--- config.mk ---
export PLATFORM = sky130hd
export DESIGN_NAME = pll_cfg_regs
export DESIGN_NICKNAME = d
export VERILOG_FILES = /design/src/rtl/pll_cfg_pkg.sv /design/src/rtl/pll_cfg_dstage.sv /design/src/rtl/pll_cfg_jreg.sv /design/src/rtl/pll_cfg_clkin.sv /design/src/rtl/pll_cfg_regs.sv
export SDC_FILE = /design/constraint.sdc
export NUM_CORES = 1
export LEC_CHECK = 0
export BUFFER_PORTS_ARGS = -buffer_cell sky130_fd_sc_hd__buf_2
export CAP_MARGIN = 5
export CORE_ASPECT_RATIO = 0.7
export CORE_MARGIN = 5
export CORE_UTILIZATION = 38
export CTS_BUF_LIST = sky130_fd_sc_hd__clkbuf_16
export DETAILED_ROUTE_END_ITERATION = 12
export HOLD_SLACK_MARGIN = 0.05
export PLACE_DENSITY_LB_ADDON = 0.12
export SYNTH_ARGS = -nofsm -noshare
export SYNTH_HDL_FRONTEND = slang
export SYNTH_SLANG_ARGS = --single-unit
--- constraint.sdc ---
create_clock -name clk_i -period 2.35 [get_ports clk_i]
set_clock_uncertainty 0.1 [all_clocks]
set_input_delay 0.47 -clock clk_i [delete_from_list [all_inputs] [get_ports clk_i]]
set_output_delay 0.47 -clock clk_i [all_outputs]
set_load 0.03 [all_outputs]
--- src/rtl/pll_cfg_pkg.sv ---
package pll_cfg_pkg;
  localparam int unsigned ADDR_W = 4;
  localparam int unsigned DATA_W = 8;

  localparam logic [ADDR_W-1:0] A_CLKIN = 4'd0;
  localparam logic [ADDR_W-1:0] A_JREG  = 4'd1;
  localparam logic [ADDR_W-1:0] A_DHI   = 4'd2;
  localparam logic [ADDR_W-1:0] A_DLO   = 4'd3;
  localparam logic [ADDR_W-1:0] A_STAT  = 4'd4;

  typedef enum logic [1:0] {
    SRC_BCLK = 2'b00,
    SRC_MCLK = 2'b01,
    SRC_PDM  = 2'b10,
    SRC_RSVD = 2'b11
  } src_e;
endpackage

--- src/rtl/pll_cfg_dstage.sv ---
module pll_cfg_dstage #(
  parameter int unsigned D_W   = 14,
  parameter int unsigned D_MAX = 9999,
  parameter int unsigned DW_IN = 8
) (
  input  logic              clk_i,
  input  logic              rst_ni,
  input  logic              hi_we_i,
  input  logic              lo_we_i,
  input  logic              other_we_i,
  input  logic [DW_IN-1:0]  wdata_i,
  output logic [D_W-1:0]    d_o,
  output logic [D_W-DW_IN-1:0] stage_hi_o,
  output logic              pending_o,
  output logic              err_o
);
  localparam int unsigned HI_W = D_W - DW_IN;
  localparam logic [D_W-1:0] D_MAX_V = D_W'(D_MAX);

  logic [D_W-1:0]  d_q;
  logic [HI_W-1:0] stage_q;
  logic            pend_q;
  logic [D_W-1:0]  cand;
  logic            commit_ok;

  assign cand      = {stage_q, wdata_i};
  assign commit_ok = pend_q && (cand <= D_MAX_V);
  assign err_o     = lo_we_i && !commit_ok;

  always_ff @(posedge clk_i or negedge rst_ni) begin
    if (!rst_ni) begin
      d_q     <= '0;
      stage_q <= '0;
      pend_q  <= 1'b0;
    end else if (hi_we_i) begin
      stage_q <= wdata_i[HI_W-1:0];
      pend_q  <= 1'b1;
    end else if (lo_we_i) begin
      pend_q <= 1'b0;
      if (commit_ok) d_q <= cand;
    end else if (other_we_i) begin
      // sequence broken: discard the pending stage
      pend_q <= 1'b0;
    end
  end

  assign d_o        = d_q;
  assign stage_hi_o = stage_q;
  assign pending_o  = pend_q;
endmodule

--- src/rtl/pll_cfg_jreg.sv ---
module pll_cfg_jreg #(
  parameter int unsigned J_W   = 7,
  parameter int unsigned J_MIN = 1,
  parameter int unsigned J_MAX = 63,
  parameter int unsigned J_RST = 4,
  parameter int unsigned DW_IN = 8
) (
  input  logic             clk_i,
  input  logic             rst_ni,
  input  logic             we_i,
  input  logic [DW_IN-1:0] wdata_i,
  output logic [J_W-1:0]   j_o,
  output logic             lowf_o,
  output logic [DW_IN-1:0] rd_o,
  output logic             err_o
);
  localparam logic [J_W-1:0] J_MIN_V = J_W'(J_MIN);
  localparam logic [J_W-1:0] J_MAX_V = J_W'(J_MAX);
  localparam logic [J_W-1:0] J_RST_V = J_W'(J_RST);

  logic [J_W-1:0] j_q;
  logic           lowf_q;
  logic [J_W-1:0] j_new;
  logic           ok;

  assign j_new = wdata_i[J_W-1:0];
  assign ok    = (j_new >= J_MIN_V) && (j_new <= J_MAX_V);
  assign err_o = we_i && !ok;

  always_ff @(posedge clk_i or negedge rst_ni) begin
    if (!rst_ni) begin
      j_q    <= J_RST_V;
      lowf_q <= 1'b0;
    end else if (we_i && ok) begin
      j_q    <= j_new;
      lowf_q <= wdata_i[DW_IN-1];
    end
  end

  assign j_o    = j_q;
  assign lowf_o = lowf_q;

  always_comb begin
    rd_o = '0;
    rd_o[J_W-1:0] = j_q;
    rd_o[DW_IN-1] = lowf_q;
  end
endmodule

--- src/rtl/pll_cfg_clkin.sv ---
module pll_cfg_clkin
  import pll_cfg_pkg::*;
#(
  parameter int unsigned P_W   = 6,
  parameter int unsigned P_RST = 1,
  parameter int unsigned DW_IN = 8
) (
  input  logic             clk_i,
  input  logic             rst_ni,
  input  logic             we_i,
  input  logic [DW_IN-1:0] wdata_i,
  output logic [P_W:0]     p_o,
  output logic [1:0]       src_o,
  output logic [DW_IN-1:0] rd_o,
  output logic             err_o
);
  localparam logic [P_W-1:0] P_RST_V = P_W'(P_RST);
  localparam logic [P_W:0]   P_ZERO_DIV = (P_W+1)'(1) << P_W;

  logic [DW_IN-1:0] raw_q;
  logic [1:0]       src_q;
  logic [1:0]       src_new;
  logic [P_W-1:0]   p_fld;

  assign src_new = wdata_i[DW_IN-1 -: 2];
  assign err_o   = we_i && (src_new == SRC_RSVD);

  always_ff @(posedge clk_i or negedge rst_ni) begin
    if (!rst_ni) begin
      raw_q <= '0;
      raw_q[DW_IN-1 -: 2] <= SRC_MCLK;
      raw_q[P_W-1:0]      <= P_RST_V;
      src_q <= SRC_MCLK;
    end else if (we_i) begin
      raw_q <= wdata_i;
      if (src_new != SRC_RSVD) src_q <= src_new;
    end
  end

  assign p_fld = raw_q[P_W-1:0];
  assign p_o   = (p_fld == '0) ? P_ZERO_DIV : {1'b0, p_fld};
  assign src_o = src_q;
  assign rd_o  = raw_q;
endmodule

--- src/rtl/pll_cfg_regs.sv ---
module pll_cfg_regs
  import pll_cfg_pkg::*;
#(
  parameter int unsigned D_W   = 14,
  parameter int unsigned D_MAX = 9999,
  parameter int unsigned J_W   = 7,
  parameter int unsigned J_MIN = 1,
  parameter int unsigned J_MAX = 63,
  parameter int unsigned J_RST = 4,
  parameter int unsigned P_W   = 6,
  parameter int unsigned P_RST = 1
) (
  input  logic              clk_i,
  input  logic              rst_ni,
  input  logic [ADDR_W-1:0] addr_i,
  input  logic [DATA_W-1:0] wdata_i,
  input  logic              we_i,
  output logic [DATA_W-1:0] rdata_o,
  output logic [P_W:0]      pll_p_o,
  output logic [J_W-1:0]    pll_j_o,
  output logic [D_W-1:0]    pll_d_o,
  output logic [1:0]        pll_src_o,
  output logic              pll_lowf_o
);
  localparam int unsigned HI_W = D_W - DATA_W;

  logic we_clk, we_j, we_hi, we_lo, we_stat, we_other;
  logic err_clk, err_j, err_d, err_set, err_clr, err_q;
  logic d_pending;
  logic [HI_W-1:0]   d_stage_hi;
  logic [DATA_W-1:0] rd_clk, rd_j;

  assign we_clk   = we_i && (addr_i == A_CLKIN);
  assign we_j     = we_i && (addr_i == A_JREG);
  assign we_hi    = we_i && (addr_i == A_DHI);
  assign we_lo    = we_i && (addr_i == A_DLO);
  assign we_stat  = we_i && (addr_i == A_STAT);
  assign we_other = we_i && !we_hi && !we_lo;

  pll_cfg_clkin #(.P_W(P_W), .P_RST(P_RST), .DW_IN(DATA_W)) u_clkin (
    .clk_i, .rst_ni, .we_i(we_clk), .wdata_i,
    .p_o(pll_p_o), .src_o(pll_src_o), .rd_o(rd_clk), .err_o(err_clk)
  );

  pll_cfg_jreg #(.J_W(J_W), .J_MIN(J_MIN), .J_MAX(J_MAX), .J_RST(J_RST),
                 .DW_IN(DATA_W)) u_jreg (
    .clk_i, .rst_ni, .we_i(we_j), .wdata_i,
    .j_o(pll_j_o), .lowf_o(pll_lowf_o), .rd_o(rd_j), .err_o(err_j)
  );

  pll_cfg_dstage #(.D_W(D_W), .D_MAX(D_MAX), .DW_IN(DATA_W)) u_dstage (
    .clk_i, .rst_ni, .hi_we_i(we_hi), .lo_we_i(we_lo), .other_we_i(we_other),
    .wdata_i, .d_o(pll_d_o), .stage_hi_o(d_stage_hi), .pending_o(d_pending),
    .err_o(err_d)
  );

  assign err_set = err_clk | err_j | err_d;
  assign err_clr = we_stat && wdata_i[1];

  always_ff @(posedge clk_i or negedge rst_ni) begin
    if (!rst_ni)      err_q <= 1'b0;
    else if (err_set) err_q <= 1'b1;   // set beats clear
    else if (err_clr) err_q <= 1'b0;
  end

  always_comb begin
    rdata_o = '0;
    case (addr_i)
      A_CLKIN: rdata_o = rd_clk;
      A_JREG:  rdata_o = rd_j;
      A_DHI:   rdata_o[HI_W-1:0] = d_stage_hi;
      A_DLO:   rdata_o = pll_d_o[DATA_W-1:0];
      A_STAT:  rdata_o[1:0] = {err_q, d_pending};
      default: rdata_o = '0;
    endcase
  end
endmodule

* Word-level counts from Yosys, hierarchy flattened *
Index checks and enable logic that the tools add are counted.

storage, ports and cells
  register bits = 40
  latch bits = 0
  RAM bits = 0
  ROM bits = 0
  input bits = 15
  output and inout bits = 39
  logic and storage cells = 53
  memories = 0

cells by class
  $add $sub $neg = 0
  multipliers = 0
  divide/modulo/power cells = 0
  magnitude comparators = 3
  equal/unequal tests = 6
  shift operators = 0
  multiplexer cells = 9
  bitwise gates (word level) = 3
  reductions and logical operators = 24

operators with widths
  cell                    number
  $pmux W4 S4             1
  $le A14 B14 Y1 const B  1
  $logic_and A1 B1 Y1     14
  $pmux W2 S5             1
  $eq A4 B2 Y1 const B    2
  $ge A7 B1 Y1 const B    1
  $le A7 B6 Y1 const B    1
  $mux W7                 1
  $logic_not A6 Y1        1
  $pmux W2 S3             1
  $mux W1                 5
  $eq A4 B1 Y1 const B    1
  $eq A4 B3 Y1 const B    1
  $logic_not A1 Y1        4
  $logic_not A4 Y1        1
  $reduce_and A3 Y1       1
  $reduce_bool A3 Y1      1
  $eq A2 B2 Y1 const B    1
  $ne A2 B2 Y1 const B    1
  $or A1 B1 Y1            2
  $reduce_and A2 Y1       1
  $reduce_bool A2 Y1      1
  $not A1 Y1              1

* Depth between registers and ports, before layout *
  word-level depth = 8
  depth in mapped cells = 6
  gate-level depth less buffers = 4

* Modules after synthesis *
From an unflattened synthesis, not the netlist that was laid out.

unflattened totals
  cell total of the unflattened synthesis = 157
  area total of the unflattened synthesis = 2109.5 um^2

by module, submodules not included
  module          times used  cells an instance  area an instance (um^2)  sequential area each (um^2)
  pll_cfg_dstage  1           58                 898.4                    525.5
  pll_cfg_clkin   1           33                 427.9                    254.0
  pll_cfg_jreg    1           30                 397.9                    201.4
  pll_cfg_regs    1           36                 385.4                    25.0

* Worst setup path before layout *
OpenSTA, ideal clock, no wires.

  kind = input -> output
  start point = input port addr_i[0]
  end point = output port rdata_o[7]
  arrival time = 1.777 ns
  data required time = 1.780 ns
  setup slack = 0.003 ns
  stages = 6
  buffers on the path = 2
  path through = buf_2 -> buf_2 -> mux2i_1 -> nor2_1 -> a31oi_1 -> nor3_1

on the way
  word-level cells in the longest chain between the ends = 2
  elaborated cells between the ends (all ways) = 4
  classes of those cells = 2 x eq/ne; 1 x mux; 1 x reduce/logical

RTL lines
  item                                  RTL line            RTL
  start: declaration                    pll_cfg_regs.sv:15  input logic [ADDR_W-1:0] addr_i,
  $eq A4 B2 Y1 (tied with other cells)  pll_cfg_regs.sv:68  case (addr_i)
  $pmux W2 S3 *                         pll_cfg_regs.sv:68
  end: declaration                      pll_cfg_regs.sv:18  output logic [DATA_W-1:0] rdata_o,

Every way passes the cells marked *; elsewhere a longest branch is shown, timed or not.

* Worst setup path in the final report *
  start point = register u_clkin.raw_q[1] (netlist: u_clkin.rd_o[1])
  end point = output port pll_p_o[6]

on the way
  word-level cells in the longest chain between the ends = 2

RTL lines
  item                      RTL line             RTL
  start: declaration        pll_cfg_clkin.sv:20  logic [DW_IN-1:0] raw_q;
  start signal: assignment  pll_cfg_clkin.sv:35  raw_q <= wdata_i;
  $logic_not A6 Y1          pll_cfg_clkin.sv:41  assign p_o = (p_fld == '0) ? P_ZERO_DIV : {1'b0, p_fld};
  $mux W7                   pll_cfg_clkin.sv:41
  end: declaration          pll_cfg_regs.sv:19   output logic [P_W:0] pll_p_o,

No other way between the ends.

==> flow_summary.toml <==
[clock_tree]
postCtsResizedCells = 0
cts.path.max_buffers = 2
worstSkewPairLatency_ns = 0.28
clkSinkCount = 40
h-tree-depth = 2
numCtsBuffers = 5
tritoncts = "built"
cts_root_buf = "clkbuf_16"
holdBufCountCts = 0
post_cts_buffers = 0
cts.reportedPaths.clkPinSlew_ns = 0.06

[logic_synthesis]
ys_warn_count = 0
synth.area.top_cells = "dfrtp_1 46%, mux2_2 14%, mux2_4 7.7%, dfstp_2 5.4%, mux4_2 4.6%"
syn-num-nets = 162
yosysSeqAreaShare_pct = 51.4
yosysTopAreaCellShare_pct = 46.0
yosysUniqueCellTypes = 32
synth_cells = 147
netlist_area_mm2 = 0.00196
synth_flop_cell = "dfrtp_1"
async_reset_ff_share_pct = 100
yosysTopAreaCell = "dfrtp_1"
synth.most_common_cell = "dfrtp_1"
avgSynthCellArea_um2 = 13.3
ys_seq_elements = 40
synth_edf_count = 0
synth_common_cells = "36 x dfrtp_1, 25 x mux2_2, 10 x mux2_4"

[drt]
vias_per_cell = 5.23
detail_route.wl_per_cell_um = 18.4
drt_first_pass_iters = 4
ant_nets = 0
wl_mm = 5.01
drt_iter0_drc = 50
dr_total_vias = 1427
drc = 0

[sta]
fmax_mhz = 448
final-hold-violation-count = 0
tightest_slew_ns = 0.527
period_minus_slack_ns = 2.23
whs_ns = 0.0575
rsz0062_at_grt = "no"
fin_crit_sh_pct = 95.0
setup_viol = 0
finalSetupTns_ns = 0
slew_viol_final = 0
max-slew-margin-rel_pct = 64.9

[floorplan]
core_area_mm2 = 0.00489
die_x_um = 95.8
fp.dieArea_mm2 = 0.00671
start_util_pct = 40.0
rows = 21
pin_count = 54
die_height_um = 70.0

[worst_setup_path]
cp_slowest_cell = "or4_1"
cp.required_ns = 1.78
path_class = "flop to primary output"
path_max_fanout = 4
path_cells = "or4_1 -> nor3_1 -> buf_2"
cp-start-kind = "flop"
arrival_ns = 1.66
cp-end-kind = "primary output"
slowest_delay_ns = 0.54

[pwr]
power_leakage_nw = 1.21
ir_drop_mv = 0.314
power_density_mw_per_mm2 = 875

[layout]
multi_input_area_um2 = 871
regArea_mm2 = 0.00101
diodes = 0
drive_gt1_share_pct = 57.4
stdcell_area_mm2 = 0.00248
fill_cells = 466
nets = 218
area_growth_pct = 26.9

[hold_path]
hp-class = "primary input to asynchronous set/reset pin"

[job]
drv_cap = 0

[placement]
post-dp-hpwl_mm = 3.78
io_buffers = 53
gp_congestion = 0.910
placed_area_mm2 = 0.00232

[global_route]
track_usage_pct = 16.4
grt_pass1_vias = 1500
grt_max_degree = 23
grt_pass1_wl_mm = 8.25
grt_antenna_before_repair = 0
grt-ovfl-total = 0

[run_status]
status = "complete, no violations"
==> cell usage in the layout (no fill, tap or decap), types with 2 or more instances in the layout <==
master     netlist  final
a31oi_1          4      4
and2_1           4      4
buf_2            6     53
buf_4            0      8
clkbuf_16        0      5
dfrtp_1         36     36
dfstp_2          4      4
inv_1            2      2
mux2_2          25     25
mux2_4          10     10
mux2i_1          6      6
mux4_2           4      4
nand3_1          2      2
nand4_1          3      3
nor2_1           8      8
nor2_2           2      2
nor2b_1          3      3
nor3_1           3      3
nor4_1           2      2
o22a_1           2      2
o22ai_1          3      3
==> registers in the layout, indices dropped and copies added, names as in the netlist <==
register             count
err_q                    1
u_clkin.rd_o             8
u_clkin.src_o            2
u_dstage.d_o            14
u_dstage.pending_o       1
u_dstage.stage_hi_o      6
u_jreg.j_o               7
u_jreg.lowf_o            1
==> layer usage <==
layer / GRT usage, % / part of all wire, %
met1: 23.6 / 48
met4: 5.21 / 1.3
met3: 5.79 / 5.8
met2: 22.9 / 45
met5: 0 / 0
==> cell families (layout without fill, tap and decap cells) <==
group / Yosys count / in the layout / synth area share (%)
buffers and inverters: 15 / 72 / 4.09
multiplexers: 45 / 45 / 29.7
AO/OA/AOI/OAI: 14 / 14 / 4.92
flip-flops: 40 / 40 / 51.4
AND/OR/NAND/NOR: 33 / 33 / 9.85
==> power by group <==
part | internal (W) | leakage [nW] | switching [W]
sequential | 0.000807 | 0.510 | 0.000102
clock | 0.000498 | 0.0798 | 0.000268
combinational | 0.000200 | 0.618 | 0.000298
total | 0.00150 | 1.21 | 0.000668
==> worst max-delay path: cells and delay by family (launching register included) <==
kind                   cells  cell delay, ns
and+or+nand+nor            2            0.72
buffers and inverters      1            0.23
DFF                        1            0.42
==> stage by stage <==
step / setup WS, ns / power (W) / std cells / utilization (%)
global route: 0.0997 / 0.00227 / 273 / 50.8
floorplan: 0.00336 / 0.00124 / 147 / -
finish: 0.118 / 0.00217 / 273 / 50.8
detailed placement: 0.127 / 0.00142 / 265 / 47.4
global placement: 0.182 / 0.00141 / 265 / 47.4
CTS: 0.114 / 0.00219 / 273 / 50.8
==> cell type report <==
| type | instances | share of cell area [%] |
|---|---|---|
| flip-flops and latches | 40 | 40.5 |
| clock buffers | 5 | 5.04 |
| well taps | 69 | 3.48 |
| inverters | 2 | 0.302 |
| clock inverters | 3 | 1.71 |
| multi-input cells | 92 | 35.1 |
| repair buffers | 62 | 13.9 |
==> final timing paths <==
kind,to,cells past startpoint,startpoint,slack (ns)
max,pll_p_o[6],3,u_clkin.rd_o[1]$_DFFE_PN0P_,0.12
min,u_clkin.rd_o[1]$_DFFE_PN0P_,1,rst_ni,0.06
max in group asynchronous,u_jreg.j_o[2]$_DFFE_PN1P_,2,rst_ni,1.47
min reg2reg,u_clkin.src_o[1]$_DFFE_PN0P_,1,u_clkin.src_o[1]$_DFFE_PN0P_,0.40
max reg2reg,u_dstage.d_o[2]$_DFFE_PN0P_,5,u_dstage.stage_hi_o[4]$_DFFE_PN0P_,0.57
min in group clk_i,u_dstage.pending_o$_DFFE_PN0P_,2,we_i,0.37
No activity file was read; power rests on OpenSTA's default activity.
